--- config.mk ---
export PLATFORM = sky130hd
export DESIGN_NAME = wdt_window
export DESIGN_NICKNAME = d
export VERILOG_FILES = /design/src/rtl/wdt_pkg.sv /design/src/rtl/wdt_cfg_hold.sv /design/src/rtl/wdt_lp_track.sv /design/src/rtl/wdt_key_gate.sv /design/src/rtl/wdt_counter.sv /design/src/rtl/wdt_window.sv
export SDC_FILE = /design/constraint.sdc
export NUM_CORES = 1
export LEC_CHECK = 0
export BUFFER_PORTS_ARGS = -buffer_cell sky130_fd_sc_hd__clkbuf_2
export CORE_ASPECT_RATIO = 1.1
export CORE_MARGIN = 2
export CORE_UTILIZATION = 45
export DETAILED_ROUTE_END_ITERATION = 10
export SLEW_MARGIN = 20
export SYNTH_ARGS = -nofsm -noshare
export SYNTH_HDL_FRONTEND = slang
export SYNTH_SLANG_ARGS = --single-unit
--- constraint.sdc ---
create_clock -name clk -period 4.5 [get_ports clk]
set_input_delay 0.45 -clock clk [delete_from_list [all_inputs] [get_ports clk]]
set_output_delay 0.45 -clock clk [all_outputs]
set_load 0.02 [all_outputs]
--- src/rtl/wdt_pkg.sv ---
package wdt_pkg;
  localparam int MAX_EXP = 16;
  localparam int CNT_W   = MAX_EXP;
  localparam int SEL_W   = 3;
  localparam int DATA_W  = 8;
  localparam logic [DATA_W-1:0] KEY_BYTE = 8'hAC;

  typedef enum logic [1:0] {
    LP_RUN    = 2'b00,
    LP_HALT   = 2'b01,
    LP_STOP   = 2'b10,
    LP_SNOOZE = 2'b11
  } lp_mode_e;

  // exponent of the period for each select code
  function automatic int unsigned exp_of(input logic [SEL_W-1:0] s);
    case (s)
      3'd0:    return 6;
      3'd1:    return 7;
      3'd2:    return 8;
      3'd3:    return 9;
      3'd4:    return 11;
      3'd5:    return 13;
      3'd6:    return 14;
      default: return 16;
    endcase
  endfunction

  // last count value before overflow (period - 1)
  function automatic logic [CNT_W-1:0] last_of(input logic [SEL_W-1:0] s);
    logic [CNT_W:0] p;
    p = (CNT_W+1)'(1) << exp_of(s);
    return CNT_W'(p - 1'b1);
  endfunction

  // first count value at which the refresh window is open
  function automatic logic [CNT_W-1:0] half_of(input logic [SEL_W-1:0] s);
    return CNT_W'(1) << (exp_of(s) - 1);
  endfunction
endpackage

--- src/rtl/wdt_cfg_hold.sv ---
module wdt_cfg_hold
  import wdt_pkg::*;
#(
  parameter int SW = SEL_W
) (
  input  logic          clk,
  input  logic          rst,
  input  logic [SW-1:0] sel_in,
  input  logic          stby_in,
  output logic [SW-1:0] sel_q,
  output logic          stby_q
);
  // configuration follows the inputs only while reset is held
  always_ff @(posedge clk) begin
    if (rst) begin
      sel_q  <= sel_in;
      stby_q <= stby_in;
    end
  end
endmodule

--- src/rtl/wdt_lp_track.sv ---
module wdt_lp_track
  import wdt_pkg::*;
(
  input  logic     clk,
  input  logic     rst,
  input  lp_mode_e lp_mode,
  input  logic     stby_run,
  output logic     pause,
  output logic     wake_clr,
  output lp_mode_e lp_prev
);
  logic prev_deep;

  always_ff @(posedge clk) begin
    if (rst) lp_prev <= LP_RUN;
    else     lp_prev <= lp_mode;
  end

  assign prev_deep = (lp_prev == LP_HALT) || (lp_prev == LP_STOP);
  assign pause     = !stby_run && (lp_mode != LP_RUN);
  assign wake_clr  = !stby_run && prev_deep && (lp_mode == LP_RUN);
endmodule

--- src/rtl/wdt_key_gate.sv ---
module wdt_key_gate #(
  parameter int                DW      = 8,
  parameter logic [DW-1:0]     KEY_VAL = 8'hAC
) (
  input  logic          wr_en,
  input  logic [DW-1:0] wr_data,
  input  logic          win_open,
  output logic          restart,
  output logic          violation
);
  logic key_match;
  assign key_match = (wr_data == KEY_VAL);
  assign restart   = wr_en && key_match && win_open;
  assign violation = wr_en && !(key_match && win_open);
endmodule

--- src/rtl/wdt_counter.sv ---
module wdt_counter
  import wdt_pkg::*;
#(
  parameter int CW = CNT_W,
  parameter int SW = SEL_W
) (
  input  logic          clk,
  input  logic          rst,
  input  logic          tick,
  input  logic          pause,
  input  logic          clr,
  input  logic          hold,
  input  logic [SW-1:0] sel,
  output logic [CW-1:0] cnt,
  output logic          win_open,
  output logic          ovf_hit
);
  logic [CW-1:0] last_v;
  logic [CW-1:0] half_v;
  logic          adv;

  assign last_v = last_of(sel);
  assign half_v = half_of(sel);
  assign adv    = tick && !pause;

  always_ff @(posedge clk) begin
    if (rst) begin
      cnt <= '0;
    end else if (!hold) begin
      if (clr)                       cnt <= '0;
      else if (adv && cnt != last_v) cnt <= cnt + 1'b1;
    end
  end

  assign win_open = (cnt >= half_v);
  assign ovf_hit  = !hold && !clr && adv && (cnt == last_v);
endmodule

--- src/rtl/wdt_window.sv ---
module wdt_window
  import wdt_pkg::*;
#(
  parameter int                 DW      = DATA_W,
  parameter logic [DW-1:0]      KEY_VAL = KEY_BYTE
) (
  input  logic          clk,
  input  logic          rst,
  input  logic          tick_en,
  input  logic          wr_en,
  input  logic [DW-1:0] wr_data,
  input  logic [2:0]    cfg_sel,
  input  logic          cfg_stby_run,
  input  logic [1:0]    lp_mode,
  output logic          rst_req
);
  logic [SEL_W-1:0] sel_q;
  logic             stby_q;
  logic             pause, wake_clr;
  lp_mode_e         lp_prev;
  logic [CNT_W-1:0] cnt;
  logic             win_open, ovf_hit;
  logic             restart, violation;
  logic             req_q;

  wdt_cfg_hold u_cfg (
    .clk(clk), .rst(rst), .sel_in(cfg_sel), .stby_in(cfg_stby_run),
    .sel_q(sel_q), .stby_q(stby_q)
  );

  wdt_lp_track u_lp (
    .clk(clk), .rst(rst), .lp_mode(lp_mode_e'(lp_mode)), .stby_run(stby_q),
    .pause(pause), .wake_clr(wake_clr), .lp_prev(lp_prev)
  );

  wdt_key_gate #(.DW(DW), .KEY_VAL(KEY_VAL)) u_key (
    .wr_en(wr_en), .wr_data(wr_data), .win_open(win_open),
    .restart(restart), .violation(violation)
  );

  wdt_counter u_cnt (
    .clk(clk), .rst(rst), .tick(tick_en), .pause(pause),
    .clr(restart || wake_clr), .hold(req_q), .sel(sel_q),
    .cnt(cnt), .win_open(win_open), .ovf_hit(ovf_hit)
  );

  always_ff @(posedge clk) begin
    if (rst)                       req_q <= 1'b0;
    else if (ovf_hit || violation) req_q <= 1'b1;
  end

  assign rst_req = req_q;
endmodule

==> reports/results.ini, run 1 <==
[floorplan]
die_y_microns = 78.5
core-area_sq_um = 4930
die_area_sq_um = 5630
initial_core_util_pct = 46.1
ioPinCount = 19
die_w_microns = 71.8
num_rows = 27

[synth]
ys.flop_type = dfxtp_1
synth_nets = 332
synth-edff-count = 4
synthTopCellsByArea = dfxtp_1 17%, ha_1 11%, nand2_1 7.3%, edfxtp_1 5.3%, mux2i_1 4.4%
synthesis.area_sq_um = 2270
yosysWarnings = 0
synthArstFlopShare_pct = 0
yosysSeqAreaShare_pct = 22.0
yosys.cell_types.count = 59
yosysTopAreaCell = dfxtp_1
synth_top_area_share_pct = 16.7
ys_ff_latch = 23
syn_inst = 294
avgSynthCellArea_sq_um = 7.73

[timing]
setup_tns_ps = 0
skew_ps = 3.92
hold_violations = 0
period_share_pct = 91.1
max_slew_margin_pct = 49.0
layout_setup_ws_ps = 400
tightest_slew_ps = 764
report.final.setup_viol = 0
max_freq_ghz = 0.244
grt_setup_unrepaired = no
period_minus_slack_ps = 4100
final_max_slew_viol_count = 0

[setup_path]
cp_common_cell = nand2_1
crit_path_max_fanout = 8
path_cells = nand2_1 > o21ai_0 > ha_1 > inv_1 > nand2_1 > o22ai_1 > nand2_1 > ha_1 > a211oi_1 > o211ai_1 > a221oi_1 > a21oi_1 > or2_2 > o2111ai_1 > mux2i_1
r2r_slack_ps = 400
slowest_stage = edfxtp_1
rr_worst_depth = 15
cp_num_buf_inv = 1
timing.rr.end = u_cnt.cnt[8]$_SDFFE_PP0P_
worst_setup_path_start_kind = flip-flop
crit_path_max_incr_delay_ps = 510
crit_required_ps = 4700
timing.rr.start = u_cfg.sel_q[1]$_DFFE_PP_
critPathTopFamily = compound AO/OA/AOI/OAI gates
cp.arrival_ps = 4300
endpoint_kind = flip-flop
worstSetupPathType = flip-flop to flip-flop

[clocking]
clk_path_buf_depth = 2
cts_root_buf = clkbuf_8
clock-sinks = 23
postCtsSetupRepairBufs = 0
cts_repair_resize_count = 0
h-tree-depth = 1
cts_tree = built
cts_hold_buf = 0
path_clk_slew_ps = 90
cts_inserted_buffers = 3
clock_latency_ps = 270

[place]
portBuffers = 18
post-place-ws_ps = 447
place_congestion = 0.911
hpwl_microns = 4450
placed_cells = 359

[min_path]
holdCritStartpoint = cfg_sel[1]
holdPathEnd = u_cfg.sel_q[1]$_DFFE_PP_
hold_path_depth = 1
hp-class = primary input to flip-flop

[layout]
drive_above_1_share_pct = 11.5
utilization_pct = 49.5
area_growth_pct = 7.38
stdcell_count = 363
antenna_cells = 0
nNetsFinal = 344

[global_routing]
grt_util_all_layers_pct = 21.6
grt_start_max_net_pins = 19
grt_overflow = 0
antenna_found_initial = 0
grt_pass1_vias = 2042
grt_pass1_wl_microns = 9890

[drt]
dr.pass1.iters = 4
drt_drc_violations_left = 0
routed_via_density = 6.16
ant_nets = 0
drt_wl_total_microns = 5820
dr_total_vias = 2237
dr.first_iter.drc_count = 112
post_drt_wl_per_cell_microns = 16.0

[outcome]
outcome = completed

[pwr]
pwr_density_cell_nw_per_um2 = 222
ir_worst_vdd_uv = 109
leakagePower_nw = 0.967

[run]
maxCapViolations = 0

-- metal layers --
metal	wire, microns	track usage [%]
met1	2700	29.5
met2	2730	34.3
met3	255	2.44
met4	129	8.68
met5	0	0
-- per-stage QoR --
stage | hold slack [ps] | power (mW) | instance area (sq um)
detailed placement | 546 | 0.412 | 2390
floorplan | 472 | 0.369 | 2270
finish | 354 | 0.542 | 2440
global placement | 539 | 0.413 | 2390
global route | 344 | 0.579 | 2440
CTS | 351 | 0.545 | 2440
-- power breakdown --
part	switching (mW)	leakage (nW)	internal, mW
Clock	0.0690	0.0228	0.0633
Sequential	0.00779	0.193	0.215
Combinational	0.113	0.751	0.0726
Total	0.190	0.967	0.351
-- flip-flops by register name, indices dropped and copies added (netlist names) --
name	flops
rst_req	1
u_cfg.sel_q	3
u_cfg.stby_q	1
u_cnt.cnt	16
u_lp.lp_prev	2
-- area by class of cell --
type                       instances  area (sq um)
multi-input combinational        244          1650
inverter                          10          37.5
tap                               58          72.6
fill                             496          2490
timing repair buffer              24           135
clock buffer                       4          45.0
sequential                        23           500
-- cells in the final DEF (no fill, tap or decap), types with 5 or more instances in the layout --
cell and n:
nand4_1 7, o22ai_1 5, nor2_1 15, ha_1 20, buf_4 6, and3_1 5, clkbuf_2 18, o21ai_0 17
dfxtp_1 19, nor2b_1 6, nand3_1 12, a21oi_1 14, inv_1 10, or3_1 12, nand2b_1 6, xnor2_1 6
o211ai_1 5, nand2_1 44, mux2i_1 10, nor3_1 7
-- cell usage after synthesis, drive strengths merged (2+ instances only) --
library cell / count
nor2: 15
clkbuf: 11
nand2: 44
nor3: 7
a211oi: 3
buf: 6
nand2b: 6
xor2: 4
o21ai: 19
and4: 3
ha: 20
xnor2: 6
o22ai: 5
mux2i: 10
nor3b: 2
a211o: 4
inv: 10
o2111ai: 4
o31ai: 2
dfxtp: 19
edfxtp: 4
nand4: 7
nor4: 3
or3: 13
nor2b: 6
or2: 2
a31oi: 2
nand3: 12
o211ai: 5
a32oi: 2
a21oi: 15
o21a: 2
and3: 5
-- cells by family after synthesis --
family / after synthesis / synth area share [%]
muxes: 10 / 4.41
and+or+nand+nor: 131 / 29.8
xor gates and xnor gates: 10 / 4.19
adders and majority gates: 20 / 11.0
AOI/OAI and AO/OA: 73 / 23.2
DFF: 23 / 22.0
buffers and inverters: 27 / 5.40
-- worst max-delay path by stage --
stage	startpoint	slack [ps]	cells past startpoint	end
floorplan	u_cfg.sel_q[2]$_DFFE_PP_	470	20	u_cnt.cnt[14]$_SDFFE_PP0P_
global placement	u_cfg.sel_q[1]$_DFFE_PP_	480	15	u_cnt.cnt[6]$_SDFFE_PP0P_
detailed placement	u_cfg.sel_q[1]$_DFFE_PP_	450	15	u_cnt.cnt[8]$_SDFFE_PP0P_
CTS	u_cfg.sel_q[1]$_DFFE_PP_	420	15	u_cnt.cnt[8]$_SDFFE_PP0P_
global route	u_cfg.sel_q[1]$_DFFE_PP_	90	15	u_cnt.cnt[6]$_SDFFE_PP0P_
finish	u_cfg.sel_q[1]$_DFFE_PP_	400	15	u_cnt.cnt[8]$_SDFFE_PP0P_
Power figures use the tool's default switching activity.
==> inputs of run 2 (changes only) <==
- SYNTH_HIERARCHICAL: not set -> 1
==> reports/results.ini, run 2 <==
[layout]
stdcell_count = 347
largest_reg_flops = 16
final_cell_mix = 27 x nand2_1, 19 x dfxtp_1, 19 x ha_1
reg_top3 = u_cnt/cnt (16), u_cfg/sel_q (3), u_lp/lp_prev (2)
seqCellArea_sq_um = 500
area_growth_pct = 14.1
antenna_cells = 0
nNetsFinal = 330
drive_above_1_share_pct = 22.0
final_common_cell = nand2_1
top_register = u_cnt/cnt
multiInputGateArea_sq_um = 1620
utilization_pct = 53.0
fillers = 461

[timing]
tightest_slew_ps = 443
max_slew_margin_pct = 70.4
report.final.setup_viol = 0
hold_violations = 0
period_minus_slack_ps = 4210
max_freq_ghz = 0.238
final_max_slew_viol_count = 0
skew_ps = 1.77
period_share_pct = 93.5
setup_tns_ps = 0
grt_setup_unrepaired = no
layout_setup_ws_ps = 290

[place]
post-place-ws_ps = 91.6
placed_cells = 342
hpwl_microns = 4030
portBuffers = 18
place_congestion = 0.893

[synth]
synth_nets = 311
yosys.cell_types.count = 57
yosysWarnings = 6
synth_top_area_share_pct = 17.7
synth_most_common_cell = nand2_1
syn_inst = 273
synth-edff-count = 4
synth_common_cells = 31 x nand2_1, 20 x ha_1, 19 x a21oi_1, 19 x dfxtp_1
yosysTopAreaCell = dfxtp_1
ys_ff_latch = 23
avgSynthCellArea_sq_um = 7.86
synthTopCellsByArea = dfxtp_1 18%, ha_1 12%, edfxtp_1 5.6%, nand2_1 5.4%, a21oi_1 4.4%
ys.flop_type = dfxtp_1
yosysSeqAreaShare_pct = 23.3
synthesis.area_sq_um = 2150
synthArstFlopShare_pct = 0

[clocking]
path_clk_slew_ps = 80
cts_inserted_buffers = 3
clock-sinks = 23
cts_tree = built
cts_hold_buf = 0
clock_latency_ps = 260
h-tree-depth = 1
cts_root_buf = clkbuf_8
clk_path_buf_depth = 2

[drt]
drt_drc_violations_left = 0
routed_via_density = 5.79
drt_wl_total_microns = 5200
dr.first_iter.drc_count = 148
dr_total_vias = 2010
post_drt_wl_per_cell_microns = 15.0
ant_nets = 0
dr.pass1.iters = 4

[setup_path]
cp_common_cell = nand2_1
cp.arrival_ps = 4410
crit_path_max_incr_delay_ps = 440
timing.rr.start = u_cfg/sel_q[2]$_DFFE_PP_
worstSetupPathType = flip-flop to flip-flop
slowest_stage = or4_4
timing.rr.end = u_cnt/cnt[13]$_SDFFE_PP0P_
path_cells = buf_6 > o21ai_4 > ha_4 > nand2_1 > o22ai_1 > nand2_1 > o41ai_4 > nand2_1 > ha_1 > a21o_1 > a21o_1 > a21oi_2 > nor2b_1 > o21ai_1 > a21oi_1 > a211o_1 > and4_1 > and4_1 > or2_4 > nand2b_4 > nand2b_1 > or4_4 > nand4_1 > mux2i_1
crit_path_max_fanout = 8
rr_worst_depth = 24
r2r_slack_ps = 290
crit_required_ps = 4700
worst_setup_path_start_kind = flip-flop
endpoint_kind = flip-flop

[pwr]
pwr_density_cell_nw_per_um2 = 216
p_total_uw = 530
p_clk_share_pct = 24.2
p_int_uw = 358
power.switching_uw = 172
p_sw_share_pct = 32.5
leakagePower_nw = 0.984
p_comb_share_pct = 34.1
p_seq_share_pct = 41.8
ir_worst_vdd_uv = 145

[global_routing]
grt_overflow = 0
grt_pass1_wl_microns = 8740
antenna_found_initial = 0
grt_pass1_vias = 1816
grt_util_all_layers_pct = 19.9
grt_start_max_net_pins = 23

[floorplan]
die_area_sq_um = 5340
initial_core_util_pct = 46.5
ioPinCount = 19
die_w_microns = 69.8
num_rows = 26
die_y_microns = 76.4
core-area_sq_um = 4620

[outcome]
outcome = completed

[min_path]
hold_path_depth = 1
holdPathEnd = u_cfg/stby_q$_DFFE_PP_
hp-class = primary input to flip-flop
holdCritStartpoint = cfg_stby_run

[run]
maxCapViolations = 0

run 2: final cells by class:
class	instances	area share (%)
Clock buffer	4	1.84
Sequential cell	23	20.4
Tap cell	56	2.86
Timing Repair Buffer	29	7.21
Inverter	10	1.53
Multi-Input combinational cell	225	66.1
run 2: what timing repair did:
action | 4_1_cts | 5_1_grt
setup endpoints to repair | 0 | 6
gates resized for setup | 0 | 11
setup buffers | 0 | 1
run 2: kinds of logic after synthesis:
group                      Yosys count  share of synthesized area (%)
AOI/OAI and AO/OA                   65                           19.4
buffers and inverters               25                           5.95
DFF                                 23                           23.3
muxes                                7                           3.50
and+or+nand+nor                    125                           32.9
adders and majority gates           20                           11.7
xor gates and xnor gates             8                           3.27
run 2: metal layers:
| layer | global-route usage (%) | routed length (microns) | vias up |
|---|---|---|---|
| met5 | 0 | 0 | - |
| met4 | 5.00 | 93 | 0 |
| met3 | 1.98 | 164 | 7 |
| met2 | 32.6 | 2400 | 42 |
| met1 | 27.9 | 2540 | 928 |
| li1 | - | - | 1033 |
run 2: through the flow:
stage | hold WS, ps | instance area (sq um)
finish | 356 | 2450
global route | 348 | 2450
CTS | 350 | 2400
detailed placement | 501 | 2350
global placement | 495 | 2350
floorplan | 471 | 2250
run 2: worst max path at each step:
| stage | startpoint | to | slack [ps] |
|---|---|---|---|
| after floorplan | u_cfg/sel_q[1]$_DFFE_PP_ | u_cnt/cnt[15]$_SDFFE_PP0P_ | 20 |
| after global placement | u_cfg/sel_q[2]$_DFFE_PP_ | u_cnt/cnt[13]$_SDFFE_PP0P_ | 200 |
| after detailed placement | u_cfg/sel_q[2]$_DFFE_PP_ | u_cnt/cnt[13]$_SDFFE_PP0P_ | 90 |
| after CTS | u_cfg/sel_q[2]$_DFFE_PP_ | u_cnt/cnt[13]$_SDFFE_PP0P_ | 60 |
| after global routing | u_cfg/sel_q[2]$_DFFE_PP_ | u_cnt/cnt[13]$_SDFFE_PP0P_ | 2 |
| final | u_cfg/sel_q[2]$_DFFE_PP_ | u_cnt/cnt[13]$_SDFFE_PP0P_ | 290 |
run 2: power by group through the flow:
stage	combinational, mW	sequential [mW]	clock, mW
CTS	0.172	0.221	0.133
finish	0.180	0.221	0.128
global placement	0.172	0.226	0
global route	0.201	0.223	0.139
floorplan	0.140	0.224	0
detailed placement	0.171	0.226	0
run 2: worst max-delay path: cells and delay by family, from the launching register on:
family          cells  cell delay [ps]
compound gates      9             1270
fa+ha+maj           2              500
buf+inv             1              150
flops               1              410
mux                 1              180
simple gates       11             1640
